File: config.mk
export PLATFORM = sky130hd
export DESIGN_NAME = stack_ptr_unit
export DESIGN_NICKNAME = d
export VERILOG_FILES = /design/src/rtl/stkp_pkg.sv /design/src/rtl/stkp_cfg.sv /design/src/rtl/stkp_core.sv /design/src/rtl/stkp_rdmux.sv /design/src/rtl/stack_ptr_unit.sv
export SDC_FILE = /design/constraint.sdc
export NUM_CORES = 1
export LEC_CHECK = 0
export BUFFER_PORTS_ARGS = -buffer_cell sky130_fd_sc_hd__clkbuf_2
export CORE_ASPECT_RATIO = 1.4
export CORE_MARGIN = 10
export CORE_UTILIZATION = 55
export CTS_CLUSTER_SIZE = 24
export DETAILED_ROUTE_END_ITERATION = 10
export GPL_ROUTABILITY_DRIVEN = 0
export PLACE_DENSITY = 0.85
export SYNTH_ARGS = -nofsm -noshare
export SYNTH_HDL_FRONTEND = slang
export SYNTH_SLANG_ARGS = --single-unit
File: constraint.sdc
create_clock -name clk -period 6.6 [get_ports clk]
set_input_delay 1.98 -clock clk [delete_from_list [all_inputs] [get_ports clk]]
set_output_delay 1.98 -clock clk [all_outputs]
set_load 0.005 [all_outputs]
File: src/rtl/stkp_pkg.sv
package stkp_pkg;
  localparam int BYTE_W = 8;

  typedef enum logic [2:0] {
    STK_IDLE = 3'd0,
    STK_PUSH = 3'd1,
    STK_POP  = 3'd2,
    STK_CALL = 3'd3,
    STK_RET  = 3'd4
  } stkp_op_e;
endpackage

File: src/rtl/stkp_cfg.sv
module stkp_cfg
  import stkp_pkg::*;
(
  input  logic              clk,
  input  logic              rst,
  input  logic              cfg_wr_i,
  input  logic [BYTE_W-1:0] wdata_i,
  output logic              wide_en_o,
  output logic              xram_en_o,
  output logic [BYTE_W-1:0] cfg_byte_o
);
  logic wide_q, xram_q;

  always_ff @(posedge clk) begin
    if (rst) begin
      wide_q <= 1'b0;
      xram_q <= 1'b0;
    end else if (cfg_wr_i) begin
      wide_q <= wdata_i[BYTE_W-1];
      xram_q <= wdata_i[0];
    end
  end

  assign wide_en_o  = wide_q;
  assign xram_en_o  = xram_q;
  assign cfg_byte_o = {wide_q, {(BYTE_W-2){1'b0}}, xram_q};

  AST_CFG_RESERVED_ZERO: assert property (@(posedge clk) disable iff (rst)
    cfg_byte_o[BYTE_W-2:1] == '0);
endmodule

File: src/rtl/stkp_core.sv
module stkp_core
  import stkp_pkg::*;
#(
  parameter int              ADDR_W = 11,
  parameter logic [BYTE_W-1:0] RST_LO = 8'h07
)(
  input  logic              clk,
  input  logic              rst,
  input  logic              wide_en_i,
  input  logic [2:0]        op_i,
  input  logic              lo_wr_i,
  input  logic              hi_wr_i,
  input  logic [BYTE_W-1:0] wdata_i,
  output logic [BYTE_W-1:0] lo_o,
  output logic [ADDR_W-BYTE_W-1:0] hi_o,
  output logic              acc_valid_o,
  output logic              acc_wr_o,
  output logic              acc_dbl_o,
  output logic [ADDR_W-1:0] acc_addr0_o,
  output logic [ADDR_W-1:0] acc_addr1_o
);
  localparam int HI_W = ADDR_W - BYTE_W;

  logic [BYTE_W-1:0] lo_q;
  logic [HI_W-1:0]   hi_q;
  logic [ADDR_W-1:0] eff, inc1, inc2, dec1, dec2;
  logic [ADDR_W-1:0] nxt, a0, a1;
  logic              v, w, d;
  stkp_op_e          op;

  function automatic logic [ADDR_W-1:0] fold(input logic [ADDR_W-1:0] val,
                                             input logic wide);
    fold = wide ? val : {{HI_W{1'b0}}, val[BYTE_W-1:0]};
  endfunction

  assign op   = stkp_op_e'(op_i);
  assign eff  = fold({hi_q, lo_q}, wide_en_i);
  assign inc1 = fold(eff + ADDR_W'(1), wide_en_i);
  assign inc2 = fold(eff + ADDR_W'(2), wide_en_i);
  assign dec1 = fold(eff - ADDR_W'(1), wide_en_i);
  assign dec2 = fold(eff - ADDR_W'(2), wide_en_i);

  always_comb begin
    nxt = eff;
    a0  = '0;
    a1  = '0;
    v   = 1'b0;
    w   = 1'b0;
    d   = 1'b0;
    case (op)
      STK_PUSH: begin nxt = inc1; a0 = inc1; v = 1'b1; w = 1'b1; end
      STK_POP:  begin nxt = dec1; a0 = eff;  v = 1'b1; end
      STK_CALL: begin nxt = inc2; a0 = inc1; a1 = inc2; v = 1'b1; w = 1'b1; d = 1'b1; end
      STK_RET:  begin nxt = dec2; a0 = eff;  a1 = dec1; v = 1'b1; d = 1'b1; end
      default:  ;
    endcase
  end

  always_ff @(posedge clk) begin
    if (rst) begin
      lo_q        <= RST_LO;
      hi_q        <= '0;
      acc_valid_o <= 1'b0;
      acc_wr_o    <= 1'b0;
      acc_dbl_o   <= 1'b0;
      acc_addr0_o <= '0;
      acc_addr1_o <= '0;
    end else begin
      if (lo_wr_i)      lo_q <= wdata_i;
      else if (hi_wr_i) lo_q <= lo_q;
      else              lo_q <= nxt[BYTE_W-1:0];

      if (!wide_en_i)   hi_q <= '0;
      else if (hi_wr_i) hi_q <= wdata_i[HI_W-1:0];
      else if (lo_wr_i) hi_q <= hi_q;
      else              hi_q <= nxt[ADDR_W-1:BYTE_W];

      acc_valid_o <= v;
      acc_wr_o    <= w;
      acc_dbl_o   <= d;
      acc_addr0_o <= a0;
      acc_addr1_o <= a1;
    end
  end

  assign lo_o = lo_q;
  assign hi_o = hi_q;

  AST_RESET_STATE: assert property (@(posedge clk) disable iff (rst)
    $past(rst) |-> (lo_q == RST_LO && hi_q == '0));
  AST_PUSH_TRACKS_PTR: assert property (@(posedge clk) disable iff (rst)
    (op == STK_PUSH && !lo_wr_i && !hi_wr_i) |=>
      (wide_en_i != $past(wide_en_i)) || (acc_addr0_o == eff));
  AST_PAIR_ADJACENT: assert property (@(posedge clk) disable iff (rst)
    (acc_dbl_o && acc_wr_o) |->
      acc_addr1_o == fold(acc_addr0_o + ADDR_W'(1), $past(wide_en_i)));
  AST_NARROW_ADDR: assert property (@(posedge clk) disable iff (rst)
    (acc_valid_o && !$past(wide_en_i)) |->
      (acc_addr0_o[ADDR_W-1:BYTE_W] == '0 && acc_addr1_o[ADDR_W-1:BYTE_W] == '0));
  AST_NARROW_HI_ZERO: assert property (@(posedge clk) disable iff (rst)
    !wide_en_i |=> hi_q == '0);
  AST_LO_WRITE_WINS: assert property (@(posedge clk) disable iff (rst)
    lo_wr_i |=> lo_q == $past(wdata_i));
endmodule

File: src/rtl/stkp_rdmux.sv
module stkp_rdmux
  import stkp_pkg::*;
#(
  parameter int              HI_W    = 3,
  parameter logic [BYTE_W-1:0] LO_ADR  = 8'h81,
  parameter logic [BYTE_W-1:0] HI_ADR  = 8'hB7,
  parameter logic [BYTE_W-1:0] CFG_ADR = 8'hAF
)(
  input  logic              clk,
  input  logic              rst,
  input  logic [BYTE_W-1:0] addr_i,
  input  logic              wide_en_i,
  input  logic [BYTE_W-1:0] lo_i,
  input  logic [HI_W-1:0]   hi_i,
  input  logic [BYTE_W-1:0] cfg_i,
  output logic [BYTE_W-1:0] rdata_o
);
  logic [BYTE_W-1:0] sel;

  always_comb begin
    sel = '0;
    if (addr_i == LO_ADR)       sel = lo_i;
    else if (addr_i == HI_ADR)  sel = wide_en_i ? {{(BYTE_W-HI_W){1'b0}}, hi_i} : '0;
    else if (addr_i == CFG_ADR) sel = cfg_i;
  end

  always_ff @(posedge clk) begin
    if (rst) rdata_o <= '0;
    else     rdata_o <= sel;
  end

  AST_HI_UPPER_ZERO: assert property (@(posedge clk) disable iff (rst)
    (addr_i == HI_ADR) |=> rdata_o[BYTE_W-1:HI_W] == '0);
endmodule

File: src/rtl/stack_ptr_unit.sv
module stack_ptr_unit
  import stkp_pkg::*;
#(
  parameter int              ADDR_W  = 11,
  parameter logic [7:0]      RST_LO  = 8'h07,
  parameter logic [7:0]      LO_ADR  = 8'h81,
  parameter logic [7:0]      HI_ADR  = 8'hB7,
  parameter logic [7:0]      CFG_ADR = 8'hAF
)(
  input  logic              clk,
  input  logic              rst,
  input  logic [2:0]        op_i,
  input  logic              sfr_wr_i,
  input  logic [7:0]        sfr_addr_i,
  input  logic [7:0]        sfr_wdata_i,
  output logic [7:0]        sfr_rdata_o,
  output logic              acc_valid_o,
  output logic              acc_wr_o,
  output logic              acc_dbl_o,
  output logic [ADDR_W-1:0] acc_addr0_o,
  output logic [ADDR_W-1:0] acc_addr1_o,
  output logic              xram_map_o
);
  localparam int HI_W = ADDR_W - BYTE_W;

  logic              wide_en;
  logic [BYTE_W-1:0] cfg_byte;
  logic [BYTE_W-1:0] lo;
  logic [HI_W-1:0]   hi;
  logic              cfg_wr, lo_wr, hi_wr;

  assign cfg_wr = sfr_wr_i && (sfr_addr_i == CFG_ADR);
  assign lo_wr  = sfr_wr_i && (sfr_addr_i == LO_ADR);
  assign hi_wr  = sfr_wr_i && (sfr_addr_i == HI_ADR) && wide_en;

  stkp_cfg u_cfg (
    .clk        (clk),
    .rst        (rst),
    .cfg_wr_i   (cfg_wr),
    .wdata_i    (sfr_wdata_i),
    .wide_en_o  (wide_en),
    .xram_en_o  (xram_map_o),
    .cfg_byte_o (cfg_byte)
  );

  stkp_core #(.ADDR_W(ADDR_W), .RST_LO(RST_LO)) u_core (
    .clk         (clk),
    .rst         (rst),
    .wide_en_i   (wide_en),
    .op_i        (op_i),
    .lo_wr_i     (lo_wr),
    .hi_wr_i     (hi_wr),
    .wdata_i     (sfr_wdata_i),
    .lo_o        (lo),
    .hi_o        (hi),
    .acc_valid_o (acc_valid_o),
    .acc_wr_o    (acc_wr_o),
    .acc_dbl_o   (acc_dbl_o),
    .acc_addr0_o (acc_addr0_o),
    .acc_addr1_o (acc_addr1_o)
  );

  stkp_rdmux #(.HI_W(HI_W), .LO_ADR(LO_ADR), .HI_ADR(HI_ADR), .CFG_ADR(CFG_ADR)) u_rd (
    .clk       (clk),
    .rst       (rst),
    .addr_i    (sfr_addr_i),
    .wide_en_i (wide_en),
    .lo_i      (lo),
    .hi_i      (hi),
    .cfg_i     (cfg_byte),
    .rdata_o   (sfr_rdata_o)
  );

  AST_IDLE_QUIET: assert property (@(posedge clk) disable iff (rst)
    !acc_valid_o |-> (!acc_wr_o && !acc_dbl_o && acc_addr0_o == '0 && acc_addr1_o == '0));
endmodule

==> flow_metrics.py, run 1 <==
metrics = {
    "logic_synthesis": {
        "yosysWarnings": 0,
        "synth_area_leader_cell": "dfxtp_1",
        "synth-edff-count": 0,
        "synth_adder_area_share_pct": 1.61,
        "synthMuxAreaShare_pct": 1.29,
        "synth_flop_cell": "dfxtp_1",
        "synth-seq-area-share_pct": 29.6,
        "synth_compound_area_share_pct": 27.8,
        "syn-num-nets": 420,
        "ys_types": 72,
        "netlist.area_leader.share_pct": 29.6,
        "synth.most_common_cell": "dfxtp_1",
        "ys_top_cells_by_count": "dfxtp_1, nor2_1, a21oi_1",
        "synth_seq_cells": 46,
        "synthTopCellsByArea": "dfxtp_1, a21oi_1, nor2_1",
        "avgSynthCellArea_um2": 7.90,
        "synth_top_family_by_area": "simple AND/OR/NAND/NOR gates",
        "synth-simple-area-share_pct": 28.8,
        "synthArstFlopShare_pct": 0,
        "syn_area_um2": 3110,
        "synth-xor-area-share_pct": 4.50,
        "syn_inst": 394,
    },
    "pwr": {
        "power_mw": 0.591,
        "worst_ir_drop_vdd_uv": 128,
        "power_density_nw_per_um2": 174,
        "p_leak_nw": 1.22,
    },
    "detailed_routing": {
        "ant_nets": 0,
        "wire_per_inst_um": 19.6,
        "drt-initial-drc-count": 628,
        "wl_um": 9600,
        "firstDrtPassIters": 7,
        "routed_via_density": 6.88,
        "vias": 3363,
        "drc": 0,
    },
    "timing": {
        "hold_viol_final": 0,
        "slew_headroom_pct": 28.6,
        "finalCriticalPeriod_ns": 3.63,
        "fin_crit_sh_pct": 55.0,
        "skew_ns": 0.00649,
        "report.final.slew_viol_count": 0,
        "fin_setup_tns_ns": 0,
        "max_freq_ghz": 0.275,
        "grt_setup_unrepaired": "false",
        "tightest_slew_ns": 1.07,
        "setup_viol": 0,
        "fin_ws_ns": 2.97,
    },
    "die": {
        "io_pins": 56,
        "die_w_um": 83.6,
        "die_h_um": 109,
        "dieArea_um2": 9110,
        "core_um2": 5490,
        "start_util_pct": 56.7,
        "fp-row-count": 32,
    },
    "critical_path": {
        "crit_chain": "clkbuf_2 > nor3b_2 > nand2_1 > a21o_1 > o311ai_1 > o2bb2ai_1",
        "crit_path_start_kind": "primary input",
        "rr_worst_depth": 7,
        "critPathKind": "primary input to register",
        "endpoint": "u_core.lo_o[4]$_SDFFE_PP0P_",
        "crit_start": "op_i[2]",
        "cp_max_fo": 21,
        "rr_endpoint": "u_core.hi_o[2]$_SDFFE_PP0P_",
        "worstPathRequired_ns": 6.83,
        "rr_startpoint": "u_core.lo_o[0]$_SDFFE_PP1P_",
        "arrival_ns": 3.87,
        "max_stage_delay_ns": 0.93,
        "slowest_stage": "nor3b_2",
        "ff2ff_setup_slack_ns": 3.83,
        "endpoint_kind": "register",
    },
    "placed_design": {
        "numPlacedInstances": 481,
        "dp_slack_ns": 2.68,
        "numPortBuffers": 55,
        "post_dp_cell_area_um2": 3300,
        "dp_hpwl_um": 6840,
    },
    "cts": {
        "hold_buffers": 0,
        "cts-root-buf": "clkbuf_8",
        "clockBufferDepth": 2,
        "post_cts_buffers": 0,
        "htreeDepth": 2,
        "cts_tree": "yes",
        "clk_pin_slew_ns": 0.09,
        "cts.sinks": 46,
        "cts-buffers-inserted": 5,
        "clk_latency_ns": 0.31,
        "cts.repair.resized": 0,
    },
    "finish": {
        "drive_above_1_share_pct": 19.5,
        "fin_nets": 446,
        "num_antenna_cells": 0,
        "syn2layout_area_growth_pct": 9.05,
        "fin_area_um2": 3390,
        "final_cell_count_no_fill": 489,
    },
    "grt": {
        "grt_usage_pct": 21.0,
        "grt_max_degree": 40,
        "grt_pass1_wl_um": 16000,
        "antenna_found_initial": 0,
        "grt_overflow_total": 0,
        "grt_pass1_vias": 3174,
    },
    "outcome": {
        "status": "complete, no violations",
    },
    "worst_hold_path": {
        "min_path_type": "register to register",
    },
    "job": {
        "max-cap-violations": 0,
    },
}
[kinds of logic (layout without fill, tap and decap cells)]
group | Yosys count | after routing
compound gates | 120 | 120
xor+xnor | 16 | 16
fa+ha+maj | 4 | 4
buf+inv | 44 | 71
flops | 46 | 46
mux | 4 | 4
simple gates | 160 | 160
[per-layer routing]
layer	wire (um)	track usage, %	vias to the layer above
li1	-	-	1526
met1	3620	24.3	1501
met2	4430	33.7	278
met3	1030	5.82	58
met4	522	13.2	0
met5	0	0	-
[final cells by class]
class / count / area, um2
Clock buffer: 5 / 68.8
Clock inverter: 3 / 21.3
Fill cell: 494 / 2090
Inverter: 8 / 30.0
Multi-Input combinational cell: 304 / 1990
Sequential cell: 46 / 921
Tap cell: 68 / 85.1
Timing Repair Buffer: 55 / 275
[registers in the layout, indices dropped and copies added (netlist names)]
signal and flops:
u_core.acc_addr0_o 11, u_core.acc_addr1_o 11, u_core.lo_o 8, u_rd.rdata_o 8, u_core.hi_o 3, u_cfg.wide_en_o 1, u_cfg.xram_en_o 1, u_core.acc_dbl_o 1
u_core.acc_valid_o 1, u_core.acc_wr_o 1
[how the worst min path moves through the flow]
| stage | endpoint | from | depth (start not counted) |
|---|---|---|---|
| 2_1_floorplan | u_cfg.xram_en_o$_SDFFE_PP0P_ | u_cfg.xram_en_o$_SDFFE_PP0P_ | 2 |
| 3_3_place_gp | u_cfg.xram_en_o$_SDFFE_PP0P_ | u_cfg.xram_en_o$_SDFFE_PP0P_ | 2 |
| 3_5_place_dp | u_cfg.xram_en_o$_SDFFE_PP0P_ | u_cfg.xram_en_o$_SDFFE_PP0P_ | 2 |
| 4_1_cts | u_cfg.xram_en_o$_SDFFE_PP0P_ | u_cfg.xram_en_o$_SDFFE_PP0P_ | 2 |
| 5_1_grt | u_cfg.xram_en_o$_SDFFE_PP0P_ | u_cfg.xram_en_o$_SDFFE_PP0P_ | 2 |
| 6_report | u_cfg.xram_en_o$_SDFFE_PP0P_ | u_cfg.xram_en_o$_SDFFE_PP0P_ | 2 |
[report_power, final]
| group | internal [mW] | total [mW] | switching, mW |
|---|---|---|---|
| Clock | 0.0744 | 0.176 | 0.102 |
| Combinational | 0.0428 | 0.113 | 0.0700 |
| Sequential | 0.285 | 0.302 | 0.0173 |
| Total | 0.402 | 0.591 | 0.189 |
[per-stage QoR]
stage	util, %	hold slack (ns)
floorplan	-	0.466
global placement	60.2	0.470
detailed placement	60.2	0.498
CTS	61.9	0.511
global route	61.9	0.534
finish	61.9	0.508
[cell usage in the layout (no fill, tap or decap), types with 7 or more instances in the layout]
cell type | netlist | routed
dfxtp_1 | 46 | 46
nor2_1 | 36 | 36
a22oi_1 | 16 | 16
nor3_1 | 11 | 11
nor2b_1 | 7 | 7
nand2_1 | 27 | 27
nand3_1 | 17 | 17
xnor2_1 | 11 | 11
a211oi_1 | 8 | 8
a21oi_1 | 29 | 29
and2_1 | 8 | 8
clkbuf_2 | 0 | 55
o21ai_0 | 10 | 10
[critical path: cells and delay by family]
| family | cells | cell delay, ns |
|---|---|---|
| buffers and inverters | 1 | 0.33 |
| AND/OR/NAND/NOR | 2 | 1.10 |
| AO/OA/AOI/OAI | 3 | 0.45 |
Note: power is estimated with default switching activity, not from simulation.
==> run 2: changes to the inputs <==
Clock period 6.6 ns to 3.8 ns, I/O delays scaled along.
==> run 2 against run 1 <==
Compared with the run above: die area unchanged; via count increased by 2.8%; worst setup slack got worse by 2.0 ns; register-to-register slack got worse by 2.8 ns; utilization increased by 0.55 points; sequential share of layout area decreased by 0.24 points; highest routed layer unchanged.
==> flow_metrics.py, run 2 (synthesis gave the netlist of run 1 again) <==
metrics = {
    "outcome": {
        "status": "complete, no violations",
    },
    "timing": {
        "grt_setup_unrepaired": "false",
        "slew_headroom_pct": 34.7,
        "skew_ns": 0.00754,
        "hold_viol_final": 0,
        "setup_viol": 0,
        "fin_ws_ns": 1.00,
        "fin_crit_sh_pct": 73.7,
        "report.final.slew_viol_count": 0,
        "tightest_slew_ns": 0.978,
        "finalCriticalPeriod_ns": 2.80,
        "fin_setup_tns_ns": 0,
        "max_freq_ghz": 0.357,
    },
    "finish": {
        "drive_above_1_share_pct": 20.2,
        "final_common_cell": "clkbuf_2",
        "fin_nets": 450,
        "fin_util_pct": 62.4,
        "syn2layout_area_growth_pct": 10.0,
        "final_cell_mix": "clkbuf_2, dfxtp_1, nor2_1",
        "num_antenna_cells": 0,
        "reg.largest.list": "u_core.acc_addr0_o: 11 flops, u_core.acc_addr1_o: 11 flops",
    },
    "critical_path": {
        "rr_endpoint": "u_core.lo_o[6]$_SDFFE_PP0P_",
        "arrival_ns": 3.00,
        "ff2ff_setup_slack_ns": 1.00,
        "cp_max_fo": 15,
        "endpoint": "u_core.lo_o[6]$_SDFFE_PP0P_",
        "endpoint_kind": "register",
        "rr_worst_depth": 7,
        "critPathKind": "register to register",
        "worstPathRequired_ns": 4.00,
        "crit_chain": "clkinv_1 > ha_1 > or3b_4 > nor3_4 > o211ai_1 > a221oi_1 > o32ai_1",
        "max_stage_delay_ns": 0.73,
        "rr_startpoint": "u_core.lo_o[0]$_SDFFE_PP1P_",
        "slowest_stage": "dfxtp_1",
        "cpLargestDelayFamily": "compound AO/OA/AOI/OAI gates",
        "crit_path_start_kind": "register",
        "crit_start": "u_core.lo_o[0]$_SDFFE_PP1P_",
        "path_buf_inv": 1,
        "crit_cells": 7,
    },
    "pwr": {
        "p_leak_nw": 1.24,
        "power_density_nw_per_um2": 300,
        "worst_ir_drop_vdd_uv": 178,
        "power_mw": 1.03,
    },
    "detailed_routing": {
        "firstDrtPassIters": 8,
        "ant_nets": 0,
        "routed_via_density": 7.01,
        "drc": 0,
        "wire_per_inst_um": 20.2,
        "vias": 3457,
        "wl_um": 9940,
        "drt-initial-drc-count": 835,
    },
    "worst_hold_path": {
        "min_path_type": "register to register",
    },
    "grt": {
        "grt_pass1_vias": 3293,
        "grt_overflow_total": 0,
        "antenna_found_initial": 0,
        "grt_usage_pct": 21.6,
        "grt_pass1_wl_um": 16700,
        "grt_max_degree": 26,
    },
    "die": {
        "io_pins": 56,
        "fp-row-count": 32,
        "start_util_pct": 56.7,
        "die_h_um": 109,
        "core_um2": 5490,
        "die_w_um": 83.6,
        "dieArea_um2": 9110,
    },
    "placed_design": {
        "numPortBuffers": 55,
        "dp_hpwl_um": 7090,
        "dp_slack_ns": 0.853,
    },
    "cts": {
        "cts-buffers-inserted": 5,
        "cts_tree": "yes",
        "htreeDepth": 2,
        "cts-root-buf": "clkbuf_8",
        "cts.sinks": 46,
        "clockBufferDepth": 2,
        "clk_latency_ns": 0.30,
        "post_cts_buffers": 0,
        "clk_pin_slew_ns": 0.09,
        "hold_buffers": 0,
        "cts.repair.resized": 0,
    },
    "job": {
        "max-cap-violations": 0,
    },
}
[run 2: cell count changes in the layout (fill, tap and decap cells not counted), sizes merged]
cell | previous run | this run
buf | 0 | 4
[run 2: layout make-up]
class                      instances  area, um2
fill                             497       2060
clock inverter                     3       21.3
multi-input combinational        304       1990
tap                               68       85.1
sequential                        46        921
clock buffer                       5       68.8
timing repair buffer              59        305
inverter                           8       30.0
[run 2: worst min-delay path by stage]
stage | start | end | slack (ns) | depth (start not counted)
6_report | u_cfg.xram_en_o$_SDFFE_PP0P_ | u_cfg.xram_en_o$_SDFFE_PP0P_ | 0.49 | 2
5_1_grt | u_cfg.xram_en_o$_SDFFE_PP0P_ | u_cfg.xram_en_o$_SDFFE_PP0P_ | 0.51 | 2
4_1_cts | u_cfg.xram_en_o$_SDFFE_PP0P_ | u_cfg.xram_en_o$_SDFFE_PP0P_ | 0.49 | 2
3_5_place_dp | u_cfg.xram_en_o$_SDFFE_PP0P_ | u_cfg.xram_en_o$_SDFFE_PP0P_ | 0.47 | 2
3_3_place_gp | u_cfg.xram_en_o$_SDFFE_PP0P_ | u_cfg.xram_en_o$_SDFFE_PP0P_ | 0.47 | 2
2_1_floorplan | u_cfg.xram_en_o$_SDFFE_PP0P_ | u_cfg.xram_en_o$_SDFFE_PP0P_ | 0.47 | 2
[run 2: power breakdown]
part	leakage, nW	internal, mW	total [mW]	switching (mW)
sequential	0.373	0.495	0.524	0.0299
combinational	0.821	0.0775	0.201	0.124
clock	0.0441	0.129	0.302	0.172
[run 2: through the flow]
stage	cells	hold WS, ns	area [um2]
detailed placement	485	0.472	3330
finish	493	0.488	3420
global placement	485	0.471	3330
CTS	493	0.486	3420
global route	493	0.508	3420
floorplan	394	0.466	3110
[run 2: per-layer routing]
layer	wire length [um]	track usage [%]
met5	0	0
met4	542	11.4
met3	1170	6.27
met2	4550	35.2
met1	3670	25.4
[run 2: tightest hold or removal path: stages, from the launching register on]
cell	delay, ns
dfxtp_1	0.34
nand2_1	0.06
a21oi_1	0.05
==> run 3: changes to the inputs <==
Settings changed: CORE_UTILIZATION 55 to 51, PLACE_DENSITY 0.85 to 0.83.
Clock period 3.8 ns to 2.4 ns, I/O delays scaled along.
==> run 3 against run 2 <==
Compared with the run above: sequential power is 54% higher; critical path depth did not move; count of clock-buffer cells in the layout is 2 higher; clock power increased by 65%; die area grew 6.2%; utilization grew 1.1 points; worst hold slack got worse by 0.0016 ns; global-route usage rose by 0.095 points; register-to-register slack got worse by 0.92 ns; first-iteration DRC count decreased by 26%; non-clock buffer count rose by 42; final cell count up 8.9%.
==> flow_metrics.py, run 3 (synthesis gave the netlist of run 1 again) <==
metrics = {
    "outcome": {
        "status": "complete, no violations",
    },
    "pwr": {
        "power_frac_clock_pct": 29.0,
        "p_comb_share_pct": 24.1,
        "p_int_mw": 1.19,
        "switching_share_pct": 31.0,
        "worst_ir_drop_vdd_uv": 261,
        "power_switching_mw": 0.533,
        "p_leak_nw": 1.45,
        "power_density_nw_per_um2": 459,
        "p_seq_share_pct": 46.9,
    },
    "detailed_routing": {
        "drc": 0,
        "wl_um": 10800,
        "ant_nets": 0,
        "wire_per_inst_um": 20.1,
        "drt-initial-drc-count": 617,
        "firstDrtPassIters": 5,
        "vias": 3625,
        "routed_via_density": 6.75,
    },
    "grt": {
        "grt_pass1_vias": 3471,
        "antenna_found_initial": 0,
        "grt_max_degree": 19,
        "grt_overflow_total": 0,
        "grt_pass1_wl_um": 17400,
        "grt_usage_pct": 21.7,
    },
    "critical_path": {
        "endpoint_kind": "register",
        "rr_worst_depth": 7,
        "arrival_ns": 2.54,
        "critPathKind": "register to register",
        "ff2ff_setup_slack_ns": 0.08,
        "worstPathRequired_ns": 2.62,
        "rr_startpoint": "u_core.lo_o[1]$_SDFFE_PP1P_",
        "crit_path_start_kind": "register",
        "rr_endpoint": "u_core.hi_o[1]$_SDFFE_PP0P_",
        "cp_max_fo": 6,
    },
    "timing": {
        "setup_viol": 0,
        "slew_headroom_pct": 56.1,
        "finalCriticalPeriod_ns": 2.32,
        "max_freq_ghz": 0.431,
        "report.final.slew_viol_count": 0,
        "skew_ns": 0.0104,
        "fin_crit_sh_pct": 96.7,
        "fin_setup_tns_ns": 0,
        "hold_viol_final": 0,
        "grt_setup_unrepaired": "false",
        "tightest_slew_ns": 0.658,
    },
    "job": {
        "max-cap-violations": 0,
    },
    "cts": {
        "cts_tree": "yes",
        "cts.sinks": 46,
        "htreeDepth": 2,
        "cts-root-buf": "clkbuf_8",
        "post_cts_buffers": 0,
        "clk_latency_ns": 0.30,
        "cts-buffers-inserted": 5,
        "clk_pin_slew_ns": 0.09,
        "clockBufferDepth": 2,
    },
    "die": {
        "core_um2": 5900,
        "io_pins": 56,
        "fp-row-count": 33,
        "dieArea_um2": 9670,
        "start_util_pct": 52.7,
        "die_h_um": 112,
        "die_w_um": 86.0,
    },
    "worst_hold_path": {
        "min_path_type": "register to register",
        "whs_endpoint": "u_cfg.xram_en_o$_SDFFE_PP0P_",
        "hp-start": "u_cfg.xram_en_o$_SDFFE_PP0P_",
        "holdPathStages": 2,
    },
    "finish": {
        "reg.largest.list": "u_core.acc_addr0_o: 11 flops, u_core.acc_addr1_o: 11 flops",
        "num_antenna_cells": 0,
        "final_cell_count_no_fill": 537,
        "fin_nets": 492,
        "fin_util_pct": 63.5,
        "final_common_cell": "clkbuf_2",
        "final_cell_mix": "clkbuf_2, buf_4, dfxtp_1",
        "syn2layout_area_growth_pct": 20.4,
        "drive_above_1_share_pct": 27.4,
        "fillers": 515,
    },
    "placed_design": {
        "dp_hpwl_um": 8010,
        "numPlacedInstances": 529,
        "numPortBuffers": 55,
    },
}
## run 3: cell count changes in the layout (fill, tap and decap cells not counted), sizes merged
cell	before	now
buf	4	46
clkbuf	60	62
clkinv	4	3
clkinvlp	1	0
## run 3: power by group through the flow
stage	clock network, mW	registers [mW]	logic (mW)
2_1_floorplan	0	0.814	0.240
3_3_place_gp	0	0.822	0.386
3_5_place_dp	0	0.823	0.395
4_1_cts	0.503	0.805	0.398
5_1_grt	0.537	0.809	0.440
6_report	0.499	0.806	0.414
## run 3: final cells by class
cell class | count | area, um2 | share of cell area [%]
inverters | 8 | 30.0 | 0.801
well taps | 70 | 87.6 | 2.34
multi-input cells | 304 | 2000 | 53.3
repair buffers | 101 | 621 | 16.6
flip-flops and latches | 46 | 921 | 24.6
clock inverters | 1 | 5.00 | 0.134
clock buffers | 7 | 86.3 | 2.30
## run 3: worst max-delay path by stage
stage | from | to | slack, ns
after floorplan | u_core.lo_o[2]$_SDFFE_PP1P_ | u_core.lo_o[5]$_SDFFE_PP0P_ | 0.17
after global placement | op_i[1] | u_core.lo_o[4]$_SDFFE_PP0P_ | 0.19
after detailed placement | op_i[0] | u_core.hi_o[1]$_SDFFE_PP0P_ | 0.12
after CTS | u_core.lo_o[1]$_SDFFE_PP1P_ | u_core.hi_o[1]$_SDFFE_PP0P_ | 0.13
after global routing | u_core.lo_o[1]$_SDFFE_PP1P_ | u_core.hi_o[1]$_SDFFE_PP0P_ | 0.009
final | u_core.lo_o[1]$_SDFFE_PP1P_ | u_core.hi_o[1]$_SDFFE_PP0P_ | 0.08
## run 3: repair_timing
item / CTS / global route
hold endpoints to repair: 0 / 0
endpoints found under the setup margin: 0 / 2
hold buffers: 0 / 0
resized for setup: 0 / 1
## run 3: critical path: stages (launching register included)
cell	delay, ns
dfxtp_1	0.37
inv_1	0.16
ha_1	0.29
or3b_4	0.45
nor4b_2	0.34
mux2i_1	0.29
a211oi_1	0.09
a211oi_1	0.24
## run 3: stage by stage
step                area, um2  setup WS (ns)  power (mW)  hold WS [ns]
global placement         3650          0.188        1.21         0.467
floorplan                3110          0.168        1.05         0.466
finish                   3750         0.0802        1.72         0.487
detailed placement       3650          0.116        1.22         0.475
CTS                      3740          0.129        1.71         0.488
global route             3750        0.00869        1.79         0.504
## run 3: routing by layer
layer / GRT usage, % / wire length [um]
met5: 0 / 0
met4: 13.4 / 733
met3: 6.44 / 1340
met2: 33.9 / 4820
met1: 25.3 / 3900
